==> src/rtl/clkcfg_pkg.sv <==
// Package: shared constants, reset values and the link state type for the
// clock configuration I2C target. Assumes register indices 4..6 exist.
package clkcfg_pkg;

    localparam int CFG_REG_COUNT = 7;
    localparam int CFG_EN_MISC_IDX = 4;
    localparam int CFG_EN_PCI_IDX = 5;
    localparam int CFG_MODE_IDX = 6;
    localparam logic [6:0] CFG_DEV_ADDR = 7'h69; // 0xD2 write / 0xD3 read
    localparam logic [7:0] CFG_MODE_RESET = 8'h21;

    typedef enum logic [2:0] {
        LS_IDLE,
        LS_RX,
        LS_ACK,
        LS_TX,
        LS_ACK_IN
    } link_state_t;

    // Returns the power-on value of register idx.
    function automatic logic [7:0] cfg_reset_value(input int idx);
        if (idx == CFG_EN_MISC_IDX || idx == CFG_EN_PCI_IDX) begin
            return 8'hFF;
        end
        if (idx == CFG_MODE_IDX) begin
            return CFG_MODE_RESET;
        end
        return 8'h00;
    endfunction

endpackage

==> src/rtl/clkcfg_bus_sampler.sv <==
// Bus sampler: brings SCL and SDA into the system clock domain through a
// synchronizer chain and derives SCL edges plus START and STOP events.
// Assumes the system clock runs far faster than SCL (dozens of samples per bit).
module clkcfg_bus_sampler #(
    parameter int SYNC_STAGES = 2
) (
    input  logic clk,
    input  logic rst_n,
    input  logic scl_i,
    input  logic sda_i,
    output logic scl_s,
    output logic sda_s,
    output logic scl_rise,
    output logic scl_fall,
    output logic start_det,
    output logic stop_det
);

    logic [SYNC_STAGES-1:0] scl_pipe;
    logic [SYNC_STAGES-1:0] sda_pipe;
    logic                   scl_q;
    logic                   sda_q;

    // Synchronize both lines and keep one cycle of history; idle bus is high.
    always_ff @(posedge clk) begin
        if (!rst_n) begin
            scl_pipe <= '1;
            sda_pipe <= '1;
            scl_q    <= 1'b1;
            sda_q    <= 1'b1;
        end else begin
            scl_pipe <= {scl_pipe[SYNC_STAGES-2:0], scl_i};
            sda_pipe <= {sda_pipe[SYNC_STAGES-2:0], sda_i};
            scl_q    <= scl_pipe[SYNC_STAGES-1];
            sda_q    <= sda_pipe[SYNC_STAGES-1];
        end
    end

    assign scl_s     = scl_pipe[SYNC_STAGES-1];
    assign sda_s     = sda_pipe[SYNC_STAGES-1];
    assign scl_rise  = scl_s & ~scl_q;
    assign scl_fall  = ~scl_s & scl_q;
    assign start_det = scl_s & scl_q & sda_q & ~sda_s;
    assign stop_det  = scl_s & scl_q & ~sda_q & sda_s;

endmodule

==> src/rtl/clkcfg_link.sv <==
// Link controller: byte framing, address match, acknowledge generation,
// transmit shifting and the byte position counter of a burst.
// Assumes events from clkcfg_bus_sampler; does not stretch SCL.
module clkcfg_link
    import clkcfg_pkg::*;
#(
    parameter int         NREG     = CFG_REG_COUNT,
    parameter logic [6:0] DEV_ADDR = CFG_DEV_ADDR,
    parameter int         POS_W    = $clog2(NREG + 3) + 1,
    parameter int         IDX_W    = $clog2(NREG)
) (
    input  logic             clk,
    input  logic             rst_n,
    input  logic             scl_s,
    input  logic             sda_s,
    input  logic             scl_rise,
    input  logic             scl_fall,
    input  logic             start_det,
    input  logic             stop_det,
    input  logic [7:0]       rd_byte,
    output logic [POS_W-1:0] rd_pos,
    output logic             sda_oe,
    output logic             wr_en,
    output logic [IDX_W-1:0] wr_idx,
    output logic [7:0]       wr_data
);

    localparam logic [3:0] BITS = 4'd8;
    localparam logic [POS_W-1:0] FRAME_BYTES = POS_W'(2);

    link_state_t      state;
    logic [3:0]       bit_cnt;
    logic [7:0]       rx_shift;
    logic [7:0]       tx_shift;
    logic             is_addr;
    logic             rd_mode;
    logic [POS_W-1:0] byte_pos;
    logic [POS_W-1:0] data_pos;
    logic             pos_full;
    logic             data_slot;

    // Byte position decode: which register a received data byte belongs to.
    always_comb begin
        data_pos  = byte_pos - FRAME_BYTES;
        pos_full  = &byte_pos;
        data_slot = (byte_pos >= FRAME_BYTES) && (data_pos < POS_W'(NREG));
    end

    assign rd_pos = byte_pos;

    // Link sequencer: receive, acknowledge, transmit, sample controller ack.
    always_ff @(posedge clk) begin
        if (!rst_n) begin
            state    <= LS_IDLE;
            bit_cnt  <= '0;
            rx_shift <= '0;
            tx_shift <= '0;
            is_addr  <= 1'b0;
            rd_mode  <= 1'b0;
            byte_pos <= '0;
            sda_oe   <= 1'b0;
            wr_en    <= 1'b0;
            wr_idx   <= '0;
            wr_data  <= '0;
        end else begin
            wr_en <= 1'b0;
            if (start_det) begin
                state    <= LS_RX;
                bit_cnt  <= '0;
                is_addr  <= 1'b1;
                sda_oe   <= 1'b0;
                byte_pos <= '0;
            end else if (stop_det) begin
                state  <= LS_IDLE;
                sda_oe <= 1'b0;
            end else begin
                case (state)
                    LS_RX: begin
                        if (scl_rise && bit_cnt != BITS) begin
                            rx_shift <= {rx_shift[6:0], sda_s};
                            bit_cnt  <= bit_cnt + 4'd1;
                        end else if (scl_fall && bit_cnt == BITS) begin
                            if (is_addr) begin
                                if (rx_shift[7:1] == DEV_ADDR) begin
                                    is_addr <= 1'b0;
                                    rd_mode <= rx_shift[0];
                                    sda_oe  <= 1'b1;
                                    state   <= LS_ACK;
                                end else begin
                                    state <= LS_IDLE;
                                end
                            end else begin
                                sda_oe <= 1'b1;
                                state  <= LS_ACK;
                                if (data_slot) begin
                                    wr_en   <= 1'b1;
                                    wr_idx  <= data_pos[IDX_W-1:0];
                                    wr_data <= rx_shift;
                                end
                                if (!pos_full) begin
                                    byte_pos <= byte_pos + POS_W'(1);
                                end
                            end
                        end
                    end
                    LS_ACK: begin
                        if (scl_fall) begin
                            if (rd_mode) begin
                                tx_shift <= rd_byte;
                                sda_oe   <= ~rd_byte[7];
                                bit_cnt  <= 4'd1;
                                state    <= LS_TX;
                                if (!pos_full) begin
                                    byte_pos <= byte_pos + POS_W'(1);
                                end
                            end else begin
                                sda_oe  <= 1'b0;
                                bit_cnt <= '0;
                                state   <= LS_RX;
                            end
                        end
                    end
                    LS_TX: begin
                        if (scl_fall) begin
                            if (bit_cnt == BITS) begin
                                sda_oe <= 1'b0;
                                state  <= LS_ACK_IN;
                            end else begin
                                tx_shift <= {tx_shift[6:0], 1'b1};
                                sda_oe   <= ~tx_shift[6];
                                bit_cnt  <= bit_cnt + 4'd1;
                            end
                        end
                    end
                    LS_ACK_IN: begin
                        if (scl_rise) begin
                            state <= sda_s ? LS_IDLE : LS_ACK;
                        end
                    end
                    default: begin
                        state <= LS_IDLE;
                    end
                endcase
            end
        end
    end


    oe_stable_scl_high_chk: assert property (@(posedge clk) disable iff (!rst_n)
        (scl_s && $past(scl_s)) |-> $stable(sda_oe));


    commit_scl_low_chk: assert property (@(posedge clk) disable iff (!rst_n)
        wr_en |-> !scl_s);


    wr_idx_range_chk: assert property (@(posedge clk) disable iff (!rst_n)
        wr_en |-> (int'(wr_idx) < NREG));


    commit_acked_chk: assert property (@(posedge clk) disable iff (!rst_n)
        wr_en |-> sda_oe);

endmodule

==> src/rtl/clkcfg_regfile.sv <==
// Register file: holds the configuration bytes, loads them from the link
// and assembles the read stream (count byte, registers, then 0xFF fill).
// Assumes NREG covers the indices named in clkcfg_pkg.
module clkcfg_regfile
    import clkcfg_pkg::*;
#(
    parameter int NREG  = CFG_REG_COUNT,
    parameter int POS_W = $clog2(NREG + 3) + 1,
    parameter int IDX_W = $clog2(NREG)
) (
    input  logic             clk,
    input  logic             rst_n,
    input  logic             wr_en,
    input  logic [IDX_W-1:0] wr_idx,
    input  logic [7:0]       wr_data,
    input  logic [POS_W-1:0] rd_pos,
    output logic [7:0]       rd_byte,
    output logic [7:0]       en_misc_byte,
    output logic [7:0]       en_pci_byte,
    output logic [7:0]       mode_byte
);

    logic [NREG-1:0][7:0] regs;

    // Register storage with per-index power-on values.
    always_ff @(posedge clk) begin
        if (!rst_n) begin
            for (int k = 0; k < NREG; k++) begin
                regs[k] <= cfg_reset_value(k);
            end
        end else if (wr_en) begin
            for (int k = 0; k < NREG; k++) begin
                if (wr_idx == IDX_W'(k)) begin
                    regs[k] <= wr_data;
                end
            end
        end
    end

    // Read stream mux: position 0 is the count, then registers, then fill.
    always_comb begin
        rd_byte = 8'hFF;
        if (rd_pos == '0) begin
            rd_byte = 8'(NREG);
        end
        for (int k = 0; k < NREG; k++) begin
            if (rd_pos == POS_W'(k + 1)) begin
                rd_byte = regs[k];
            end
        end
    end

    assign en_misc_byte = regs[CFG_EN_MISC_IDX];
    assign en_pci_byte  = regs[CFG_EN_PCI_IDX];
    assign mode_byte    = regs[CFG_MODE_IDX];

endmodule

==> src/rtl/clkcfg_i2c_target.sv <==
// Top: I2C target holding the clock generator configuration bytes.
// Wires the bus sampler, link controller and register file together and
// decodes the control bytes into named outputs. Assumes NREG > 6.
module clkcfg_i2c_target
    import clkcfg_pkg::*;
#(
    parameter int         NREG        = CFG_REG_COUNT,
    parameter logic [6:0] DEV_ADDR    = CFG_DEV_ADDR,
    parameter int         SYNC_STAGES = 2
) (
    input  logic       clk,
    input  logic       rst_n,
    input  logic       scl_i,
    input  logic       sda_i,
    output logic       sda_oe,
    output logic [7:0] clk_en_misc,
    output logic [7:0] clk_en_pci,
    output logic       spread_en,
    output logic [4:0] freq_code,
    output logic       freq_from_reg,
    output logic       sdram_ref_en
);

    localparam int POS_W = $clog2(NREG + 3) + 1;
    localparam int IDX_W = $clog2(NREG);

    logic             scl_s;
    logic             sda_s;
    logic             scl_rise;
    logic             scl_fall;
    logic             start_det;
    logic             stop_det;
    logic [7:0]       rd_byte;
    logic [POS_W-1:0] rd_pos;
    logic             wr_en;
    logic [IDX_W-1:0] wr_idx;
    logic [7:0]       wr_data;
    logic [7:0]       mode_byte;

    clkcfg_bus_sampler #(
        .SYNC_STAGES (SYNC_STAGES)
    ) sampler_i (
        .clk       (clk),
        .rst_n     (rst_n),
        .scl_i     (scl_i),
        .sda_i     (sda_i),
        .scl_s     (scl_s),
        .sda_s     (sda_s),
        .scl_rise  (scl_rise),
        .scl_fall  (scl_fall),
        .start_det (start_det),
        .stop_det  (stop_det)
    );

    clkcfg_link #(
        .NREG     (NREG),
        .DEV_ADDR (DEV_ADDR),
        .POS_W    (POS_W),
        .IDX_W    (IDX_W)
    ) link_i (
        .clk       (clk),
        .rst_n     (rst_n),
        .scl_s     (scl_s),
        .sda_s     (sda_s),
        .scl_rise  (scl_rise),
        .scl_fall  (scl_fall),
        .start_det (start_det),
        .stop_det  (stop_det),
        .rd_byte   (rd_byte),
        .rd_pos    (rd_pos),
        .sda_oe    (sda_oe),
        .wr_en     (wr_en),
        .wr_idx    (wr_idx),
        .wr_data   (wr_data)
    );

    clkcfg_regfile #(
        .NREG  (NREG),
        .POS_W (POS_W),
        .IDX_W (IDX_W)
    ) regs_i (
        .clk          (clk),
        .rst_n        (rst_n),
        .wr_en        (wr_en),
        .wr_idx       (wr_idx),
        .wr_data      (wr_data),
        .rd_pos       (rd_pos),
        .rd_byte      (rd_byte),
        .en_misc_byte (clk_en_misc),
        .en_pci_byte  (clk_en_pci),
        .mode_byte    (mode_byte)
    );

    // Decode the mode byte into its control fields.
    always_comb begin
        spread_en     = mode_byte[7];
        freq_code     = mode_byte[6:2];
        freq_from_reg = mode_byte[1];
        sdram_ref_en  = mode_byte[0];
    end

endmodule

==> config.mk <==
export PLATFORM = sky130hd
export DESIGN_NAME = clkcfg_i2c_target
export DESIGN_NICKNAME = d
export VERILOG_FILES = /design/src/rtl/clkcfg_pkg.sv /design/src/rtl/clkcfg_bus_sampler.sv /design/src/rtl/clkcfg_link.sv /design/src/rtl/clkcfg_regfile.sv /design/src/rtl/clkcfg_i2c_target.sv
export SDC_FILE = /design/constraint.sdc
export NUM_CORES = 1
export LEC_CHECK = 0
export BUFFER_PORTS_ARGS = -buffer_cell sky130_fd_sc_hd__buf_2
export CAP_MARGIN = 25
export CORE_MARGIN = 3
export CORE_UTILIZATION = 51
export DETAILED_ROUTE_END_ITERATION = 7
export GPL_ROUTABILITY_DRIVEN = 0
export PLACE_DENSITY_LB_ADDON = 0.08
export SLEW_MARGIN = 20
export SYNTH_ARGS = -nofsm -noshare
export SYNTH_HDL_FRONTEND = slang
export SYNTH_SLANG_ARGS = --single-unit
==> constraint.sdc <==
create_clock -name clk -period 2.95 [get_ports clk]
set_input_delay 0.1475 -clock clk [delete_from_list [all_inputs] [get_ports clk]]
set_output_delay 0.1475 -clock clk [all_outputs]
set_load 0.005 [all_outputs]
==> impl_metrics.toml, run 1 <==
[sta]
fmax_ghz = 0.4099
period_share = 0.8269
final-hold-violation-count = 0
slew-limit-headroom = 0.4126
setup_viol = 0
report.final.slew_viol_count = 0
finClkSkew_ns = 0.01566
period_needed_ns = 2.439
worstMarginPinSlew_ns = 0.8743
finalSetupTns_ns = 0
rsz0062_at_grt = "false"
layout_setup_ws_ns = 0.5107

[clock_tree]
cts_num_sinks = 104
htreeDepth = 3
clk_pin_slew_ns = 0.10
cts_buffers = 9
cts_tree = "built"
root_buffer = "clkbuf_8"
hold_buffers = 2
ctsLongestPathBuffers = 2
postCtsSetupRepairBufs = 0
ctsResizeCount = 0
clock_latency_ns = 0.39

[finish]
fin_area_sq_um = 5684
stdcell_count = 729
area_delta_synth_final_pct = 6.194
multi_input_area_sq_um = 2669
drive_above_1_share = 0.1208
antenna_cells = 0
final_cell_mix = "nand2_1, dfxtp_1, nor2b_1"
nFillCells = 948
finalNetCount = 605
seqCellArea_sq_um = 2322
final_common_cell = "nand2_1"

[setup_path]
cp_max_fo = 13
cp.required_ns = 3.27
crit_slowest_cell = "or3b_1"
crit_type = "flip-flop to flip-flop"
critPathArrivalTime_ns = 2.76
cpLargestDelayFamily = "simple AND/OR/NAND/NOR gates"
cp_cell_sequence = "inv_1 -> ha_1 -> and3b_1 -> and3_1 -> or3b_1 -> or2_0 -> a21boi_1"
cp-start-kind = "flip-flop"
r2r_slack_ns = 0.51
cp_num_cells = 7
cp_num_buf_inv = 1
crit_path_end_kind = "flip-flop"
slowest_delay_ns = 0.62
rr_worst_depth = 7

[global_route]
grt_pass1_vias = 3959
grt_max_degree = 52
grt_pass1_wl_um = 21400
gr-total-overflow = 0
antenna_found_initial = 0
globalRouteTotalUtil = 0.2403

[synthesis]
syn_avg_cell_area_sq_um = 9.057
synth_nets = 605
synth_cell_type_count = 65
syn_area_sq_um = 5353
synth_cells = 591
async_reset_ff_frac = 0
ys_ff_latch = 104
yosysWarnings = 0
yosysSeqAreaShare = 0.4338
dominantRegCellSynth = "dfxtp_1"
synth_edf_count = 24

[floorplan]
fp.coreArea_sq_um = 10000
initial_core_util = 0.5353
rows = 36
dieArea_sq_um = 11760
die_w_um = 108.4
pin_count = 29
die_h_um = 108.4

[drt]
viasPerCell = 5.831
vias = 4251
drtAntennaViolNets = 0
first_pass_iters = 5
drc = 0
wl_per_cell_um = 18.38
drt-initial-drc-count = 364
routed_wirelength_um = 13400

[power]
intPower_mw = 2.061
clock_power_share = 0.303
vdd_drop_max_mv = 0.3861
p_per_area_nw_per_um2 = 504.5
swShare = 0.2815
p_leak_nw = 2.084
total_power_mw = 2.868
comb_power_share = 0.156
seq_power_share = 0.541
power_switching_mw = 0.8071

[placement]
placed_cell_area_sq_um = 5474
io_buffers = 28
dpl_worst_slack_ns = 0.5428
detailed_place_hpwl_um = 9682
placed_cells = 711

[min_path]
hold_class = "input port to flip-flop"
hold_path_depth = 2

[job]
maxCapViolations = 0

[status]
status = "finished clean"
cell families (layout without fill, tap and decap cells):
kind of cell	Yosys count	after routing	share of synthesized area
buffers and inverters	72	77	0.06755
DFF	104	104	0.4338
AOI/OAI and AO/OA	143	143	0.1896
xor gates and xnor gates	4	4	0.006546
and+or+nand+nor	236	236	0.2377
muxes	22	22	0.04137
adders and majority gates	10	10	0.02338
per-layer routing:
layer,vias to the layer above,share of wire,global-route usage
li1,2073,-,-
met1,2037,0.47,0.3381
met2,121,0.45,0.3575
met3,20,0.058,0.06269
met4,0,0.022,0.08206
met5,-,0,0
area by class of cell:
| class | instances | share of cell area |
|---|---|---|
| well taps | 133 | 0.02928 |
| repair buffers | 46 | 0.04931 |
| inverters | 15 | 0.009905 |
| multi-input cells | 415 | 0.4695 |
| clock inverters | 5 | 0.006604 |
| clock buffers | 11 | 0.02685 |
| flip-flops and latches | 104 | 0.4085 |
power groups by stage:
stage                     logic [mW]  registers, mW  clock network, mW
after floorplan                0.364           1.55                  0
after global placement         0.432           1.58                  0
after detailed placement       0.438           1.58                  0
after CTS                      0.442           1.55              0.899
after global routing           0.492           1.56              0.951
final                          0.447           1.55              0.868
Yosys cell counts, types with 15 or more instances:
| cell | n | share of area |
|---|---|---|
| a21boi_0 | 29 | 0.041 |
| a21oi_1 | 24 | 0.022 |
| buf_4 | 21 | 0.029 |
| clkbuf_1 | 29 | 0.020 |
| dfxtp_1 | 80 | 0.30 |
| edfxtp_1 | 24 | 0.13 |
| inv_1 | 15 | 0.011 |
| mux2i_1 | 21 | 0.039 |
| nand2_1 | 86 | 0.060 |
| nand2b_1 | 24 | 0.028 |
| nor2_1 | 25 | 0.018 |
| nor2b_1 | 32 | 0.037 |
| o21ai_0 | 26 | 0.024 |
per-stage QoR:
step                utilization  hold slack, ns
floorplan                     -          0.2490
global placement         0.5474          0.3269
detailed placement       0.5474          0.3330
CTS                      0.5684          0.2958
global route             0.5684          0.3476
finish                   0.5684          0.3260
state kept, by name, summed over array words and instances (netlist names), 4 cells and up:
name / flops
regs_i.en_misc_byte: 8
link_i.rd_pos: 5
link_i.rx_shift: 8
link_i.wr_data: 8
regs_i.mode_byte: 8
regs_i.en_pci_byte: 8
link_i.tx_shift: 7
regs_i.regs: 32
link_i.bit_cnt: 4
final timing paths:
kind / from / to
worst max-delay path: link_i.bit_cnt[0] / link_i.wr_idx[2]
worst min-delay path: rst_n / sampler_i.scl_pipe[0]
worst max register to register: link_i.bit_cnt[0] / link_i.wr_idx[2]
worst min register to register: sampler_i.sda_pipe[0] / sampler_i.sda_pipe[1]
Power figures use the tool's default switching activity.
==> inputs of run 2 (changes only) <==
==> constraint.sdc (replaced) <==
create_clock -name clk -period 2.1 [get_ports clk]
set_input_delay 0.105 -clock clk [delete_from_list [all_inputs] [get_ports clk]]
set_output_delay 0.105 -clock clk [all_outputs]
set_load 0.005 [all_outputs]
==> run 2 against run 1 <==
Wire length grew 3.4%; fmax grew 24%; register-to-register slack lost 0.38 ns; via count grew 4.0%; design area grew 4.6%; clock power grew 56%; global-route usage grew 1.2 points; setup slack lost 0.38 ns; power grew 48%; worst hold slack lost 0.11 ns; flip-flop and latch count is the same; count of clock-buffer cells in the layout is the same; largest cell class unchanged; largest power group unchanged.
==> impl_metrics.toml, run 2 (same netlist as run 1, synthesis figures left out) <==
[setup_path]
crit_slowest_cell = "or3b_1"
cp.required_ns = 2.42
crit_path_end_kind = "flip-flop"
cp_num_buf_inv = 0
critPathArrivalTime_ns = 2.29
rr_worst_depth = 5
r2r_start = "link_i.state[1]"
slowest_delay_ns = 0.44
cp_cell_sequence = "or3b_1 -> a2111oi_4 -> o21ai_4 -> or3_1 -> a21oi_1"
crit_type = "flip-flop to flip-flop"
cpLargestDelayFamily = "simple AND/OR/NAND/NOR gates"
cp-start-kind = "flip-flop"
r2r_slack_ns = 0.13
cp_max_fo = 8
regToRegEndpoint = "link_i.rd_pos[3]"

[sta]
period_share = 0.9391
period_needed_ns = 1.972
final-hold-violation-count = 0
setup_viol = 0
layout_setup_ws_ns = 0.1280
finalSetupTns_ns = 0
slew-limit-headroom = 0.5664
hold-worst-slack_ns = 0.2184
report.final.slew_viol_count = 0
finClkSkew_ns = 0.01575
fmax_ghz = 0.5071
worstMarginPinSlew_ns = 0.6504
rsz0062_at_grt = "true"

[placement]
dpl_worst_slack_ns = 0.02663
io_buffers = 28
detailed_place_hpwl_um = 9970

[finish]
finalNetCount = 627
multi_input_area_sq_um = 2721
drive_above_1_share = 0.1764
largest_reg_flops = 32
seqCellArea_sq_um = 2328
antenna_cells = 0
final_cell_mix = "nand2_1, dfxtp_1, buf_4"
final_common_cell = "nand2_1"
area_delta_synth_final_pct = 11.06
regMostFlops = "regs_i.regs"
nFillCells = 929

[floorplan]
dieArea_sq_um = 11760
die_w_um = 108.4
rows = 36
pin_count = 29
fp.coreArea_sq_um = 10000
initial_core_util = 0.5353
die_h_um = 108.4

[clock_tree]
postCtsSetupRepairBufs = 0
cts_num_sinks = 104
clk_pin_slew_ns = 0.10
root_buffer = "clkbuf_8"
cts_buffers = 9
clock_latency_ns = 0.39
cts_tree = "built"
htreeDepth = 3
ctsLongestPathBuffers = 2

[drt]
drc = 0
wl_per_cell_um = 18.45
viasPerCell = 5.888
drt-initial-drc-count = 359
vias = 4422
routed_wirelength_um = 13860
first_pass_iters = 5
drtAntennaViolNets = 0

[min_path]
holdPathEnd = "sampler_i.sda_pipe[1]"
holdCritStartpoint = "rst_n"
hold_class = "input port to flip-flop"
hold_path_depth = 2

[power]
power_switching_mw = 1.164
intPower_mw = 3.076
swShare = 0.2745
p_leak_nw = 2.211
p_per_area_nw_per_um2 = 713.3
total_power_mw = 4.240
comb_power_share = 0.173
clock_power_share = 0.319
seq_power_share = 0.509
vdd_drop_max_mv = 0.5832

[global_route]
grt_pass1_wl_um = 22730
globalRouteTotalUtil = 0.2522
antenna_found_initial = 0
gr-total-overflow = 0
grt_max_degree = 37
grt_pass1_vias = 4232

[job]
maxCapViolations = 0

[status]
status = "finished clean"
-- run 2: changes by cell type in the layout (fill, tap and decap cells not counted), sizes merged --
| cell | previous run | this run |
|---|---|---|
| buf | 44 | 66 |
| bufinv | 0 | 1 |
| clkinvlp | 2 | 1 |
-- run 2: metrics by stage --
stage | instance area, sq um | instances | utilization
floorplan | 5356 | 591 | -
global placement | 5654 | 733 | 0.5654
detailed placement | 5654 | 733 | 0.5654
CTS | 5888 | 751 | 0.5888
global route | 5944 | 751 | 0.5945
finish | 5944 | 751 | 0.5945
-- run 2: power by group through the flow --
stage	clock network, mW	registers [mW]	logic, mW
floorplan	0	2.17	0.511
global placement	0	2.20	0.684
detailed placement	0	2.20	0.687
CTS	1.38	2.15	0.702
global route	1.47	2.16	0.803
finish	1.35	2.16	0.732
-- run 2: final cells by class --
class / count / area share
Tap cell: 133 / 0.02799
Timing Repair Buffer: 68 / 0.07704
Multi-Input combinational cell: 415 / 0.4578
Clock buffer: 11 / 0.02568
Clock inverter: 5 / 0.01031
Inverter: 15 / 0.009472
Sequential cell: 104 / 0.3917
-- run 2: timing repair --
| action | 4_1_cts | 5_1_grt |
|---|---|---|
| pin swaps | 0 | 2 |
| endpoints found under the setup margin | 1 | 18 |
| hold buffers | 2 | 0 |
| gates resized for setup | 1 | 16 |
| endpoints found under the hold margin | 2 | 0 |
-- run 2: worst reg2reg max path, stage by stage (launching register included) --
cell and delay, ns:
dfxtp_2 0.38, or3b_1 0.44, a2111oi_4 0.42, o21ai_4 0.15
or3_1 0.37, a21oi_1 0.14
-- run 2: worst max-delay path by stage --
stage | cells after the start | start | end | slack [ns]
after global routing | 8 | link_i.rd_pos[1] | link_i.tx_shift[5] | -0.0004
after detailed placement | 6 | link_i.rd_pos[2] | link_i.sda_oe | 0.03
after global placement | 6 | link_i.rd_pos[2] | link_i.sda_oe | 0.05
final | 5 | link_i.state[1] | link_i.rd_pos[3] | 0.13
after CTS | 8 | link_i.rd_pos[1] | link_i.wr_data[7] | 0.05
after floorplan | 10 | link_i.rd_pos[2] | link_i.wr_idx[2] | 0.01
-- run 2: routing by layer --
metal  up-vias  GRT usage  wire, um
met5         -          0         0
met4         0    0.07394       311
met3        31    0.05851       886
met2       135     0.3760      6141
met1      2143     0.3641      6517
li1       2113          -         -
==> inputs of run 3 (changes only) <==
--- a/config.mk
+++ b/config.mk
@@ -6,9 +6,9 @@
 export NUM_CORES = 1
 export LEC_CHECK = 0
 export BUFFER_PORTS_ARGS = -buffer_cell sky130_fd_sc_hd__buf_2
-export CAP_MARGIN = 25
 export CORE_MARGIN = 3
 export CORE_UTILIZATION = 51
+export CTS_BUF_LIST = sky130_fd_sc_hd__clkbuf_8 sky130_fd_sc_hd__clkbuf_16
 export DETAILED_ROUTE_END_ITERATION = 7
 export GPL_ROUTABILITY_DRIVEN = 0
 export PLACE_DENSITY_LB_ADDON = 0.08
==> run 3 against run 2 <==
Global-route usage unchanged; core utilization unchanged; design area unchanged; wire length about the same; die area unchanged; sequential share of layout area unchanged; largest cell class unchanged; largest power group unchanged.
==> impl_metrics.toml, run 3 (same netlist as run 1, synthesis figures left out) <==
[status]
status = "finished clean"

[sta]
hold-worst-slack_ns = 0.2200
final-hold-violation-count = 0
setup_viol = 0
finClkSkew_ns = 0.01608
layout_setup_ws_ns = 0.1273
period_needed_ns = 1.973
fmax_ghz = 0.5069
period_share = 0.9394
report.final.slew_viol_count = 0
rsz0062_at_grt = "true"
worstMarginPinSlew_ns = 0.6473
slew-limit-headroom = 0.5684

[power]
p_leak_nw = 2.216
vdd_drop_max_mv = 0.5831
p_per_area_nw_per_um2 = 713.0

[finish]
area_delta_synth_final_pct = 11.06
finalNetCount = 627
largest_reg_flops = 32
final_cell_mix = "nand2_1, dfxtp_1, buf_4"
regMostFlops = "regs_i.regs"
antenna_cells = 0
final_common_cell = "nand2_1"
drive_above_1_share = 0.1764

[global_route]
grt_pass1_vias = 4232
grt_max_degree = 37
antenna_found_initial = 0
globalRouteTotalUtil = 0.2522
gr-total-overflow = 0
grt_pass1_wl_um = 22730

[drt]
drtAntennaViolNets = 0
drc = 0
drt-initial-drc-count = 357
vias = 4416
viasPerCell = 5.880
first_pass_iters = 5
wl_per_cell_um = 18.46
routed_wirelength_um = 13860

[setup_path]
cp_max_fo = 8
crit_path_end_kind = "flip-flop"
cp-start-kind = "flip-flop"
critPathArrivalTime_ns = 2.29
cp.required_ns = 2.42
crit_type = "flip-flop to flip-flop"
r2r_slack_ns = 0.13

[floorplan]
rows = 36
dieArea_sq_um = 11760
initial_core_util = 0.5353
pin_count = 29
die_h_um = 108.4
die_w_um = 108.4
fp.coreArea_sq_um = 10000

[placement]
detailed_place_hpwl_um = 9970
io_buffers = 28
dpl_worst_slack_ns = 0.02663

[clock_tree]
cts_num_sinks = 104
cts_tree = "built"
cts_buffers = 9
root_buffer = "clkbuf_8"
clk_pin_slew_ns = 0.10
htreeDepth = 3
clock_latency_ns = 0.39
ctsLongestPathBuffers = 2

[job]
maxCapViolations = 0

[min_path]
hold_class = "input port to flip-flop"
-- run 3: worst paths after layout --
check,startpoint,to,depth (start not counted)
min,rst_n,sampler_i.sda_pipe[1],2
max reg2reg,link_i.state[1],link_i.rd_pos[3],5
max,link_i.state[1],link_i.rd_pos[3],5
min reg2reg,sampler_i.scl_pipe[0],sampler_i.scl_pipe[1],1
-- run 3: per-layer routing --
layer | vias to the layer above | global-route usage | wire, um
li1 | 2115 | - | -
met1 | 2131 | 0.3641 | 6502
met2 | 143 | 0.3760 | 6146
met3 | 27 | 0.05851 | 935
met4 | 0 | 0.07394 | 275
met5 | - | 0 | 0
-- run 3: layout make-up --
type | count | area [sq um]
fill | 929 | 4055
clock inverter | 6 | 65.06
clock buffer | 10 | 148.9
sequential | 104 | 2328
multi-input combinational | 415 | 2721
timing repair buffer | 68 | 457.9
tap | 133 | 166.4
inverter | 15 | 56.30
-- run 3: repair_timing --
| action | in CTS | in global routing |
|---|---|---|
| setup endpoints to repair | 1 | 18 |
| endpoints found under the hold margin | 2 | 0 |
| hold buffers | 2 | 0 |
| pin swaps | 0 | 2 |
| setup buffers | 0 | 0 |
| resized for setup | 1 | 16 |
-- run 3: power by group --
group          total, mW  internal, mW  switching (mW)
sequential          2.16          2.10          0.0559
combinational      0.731         0.345           0.386
clock               1.35         0.627           0.725
-- run 3: through the flow --
step | setup TNS, ns | utilization | instance area, sq um | power, mW | std cells
after floorplan | 0 | - | 5356 | 2.685 | 591
after global placement | 0 | 0.5654 | 5654 | 2.882 | 733
after detailed placement | 0 | 0.5654 | 5654 | 2.884 | 733
after CTS | 0 | 0.5888 | 5888 | 4.226 | 751
after global routing | -0.0003602 | 0.5945 | 5944 | 4.433 | 751
final | 0 | 0.5945 | 5944 | 4.238 | 751
-- run 3: critical path: stages (launching register included) --
cell       delay (ns)
dfxtp_2          0.38
or3b_1           0.44
a2111oi_4        0.42
o21ai_4          0.15
or3_1            0.37
a21oi_1          0.14
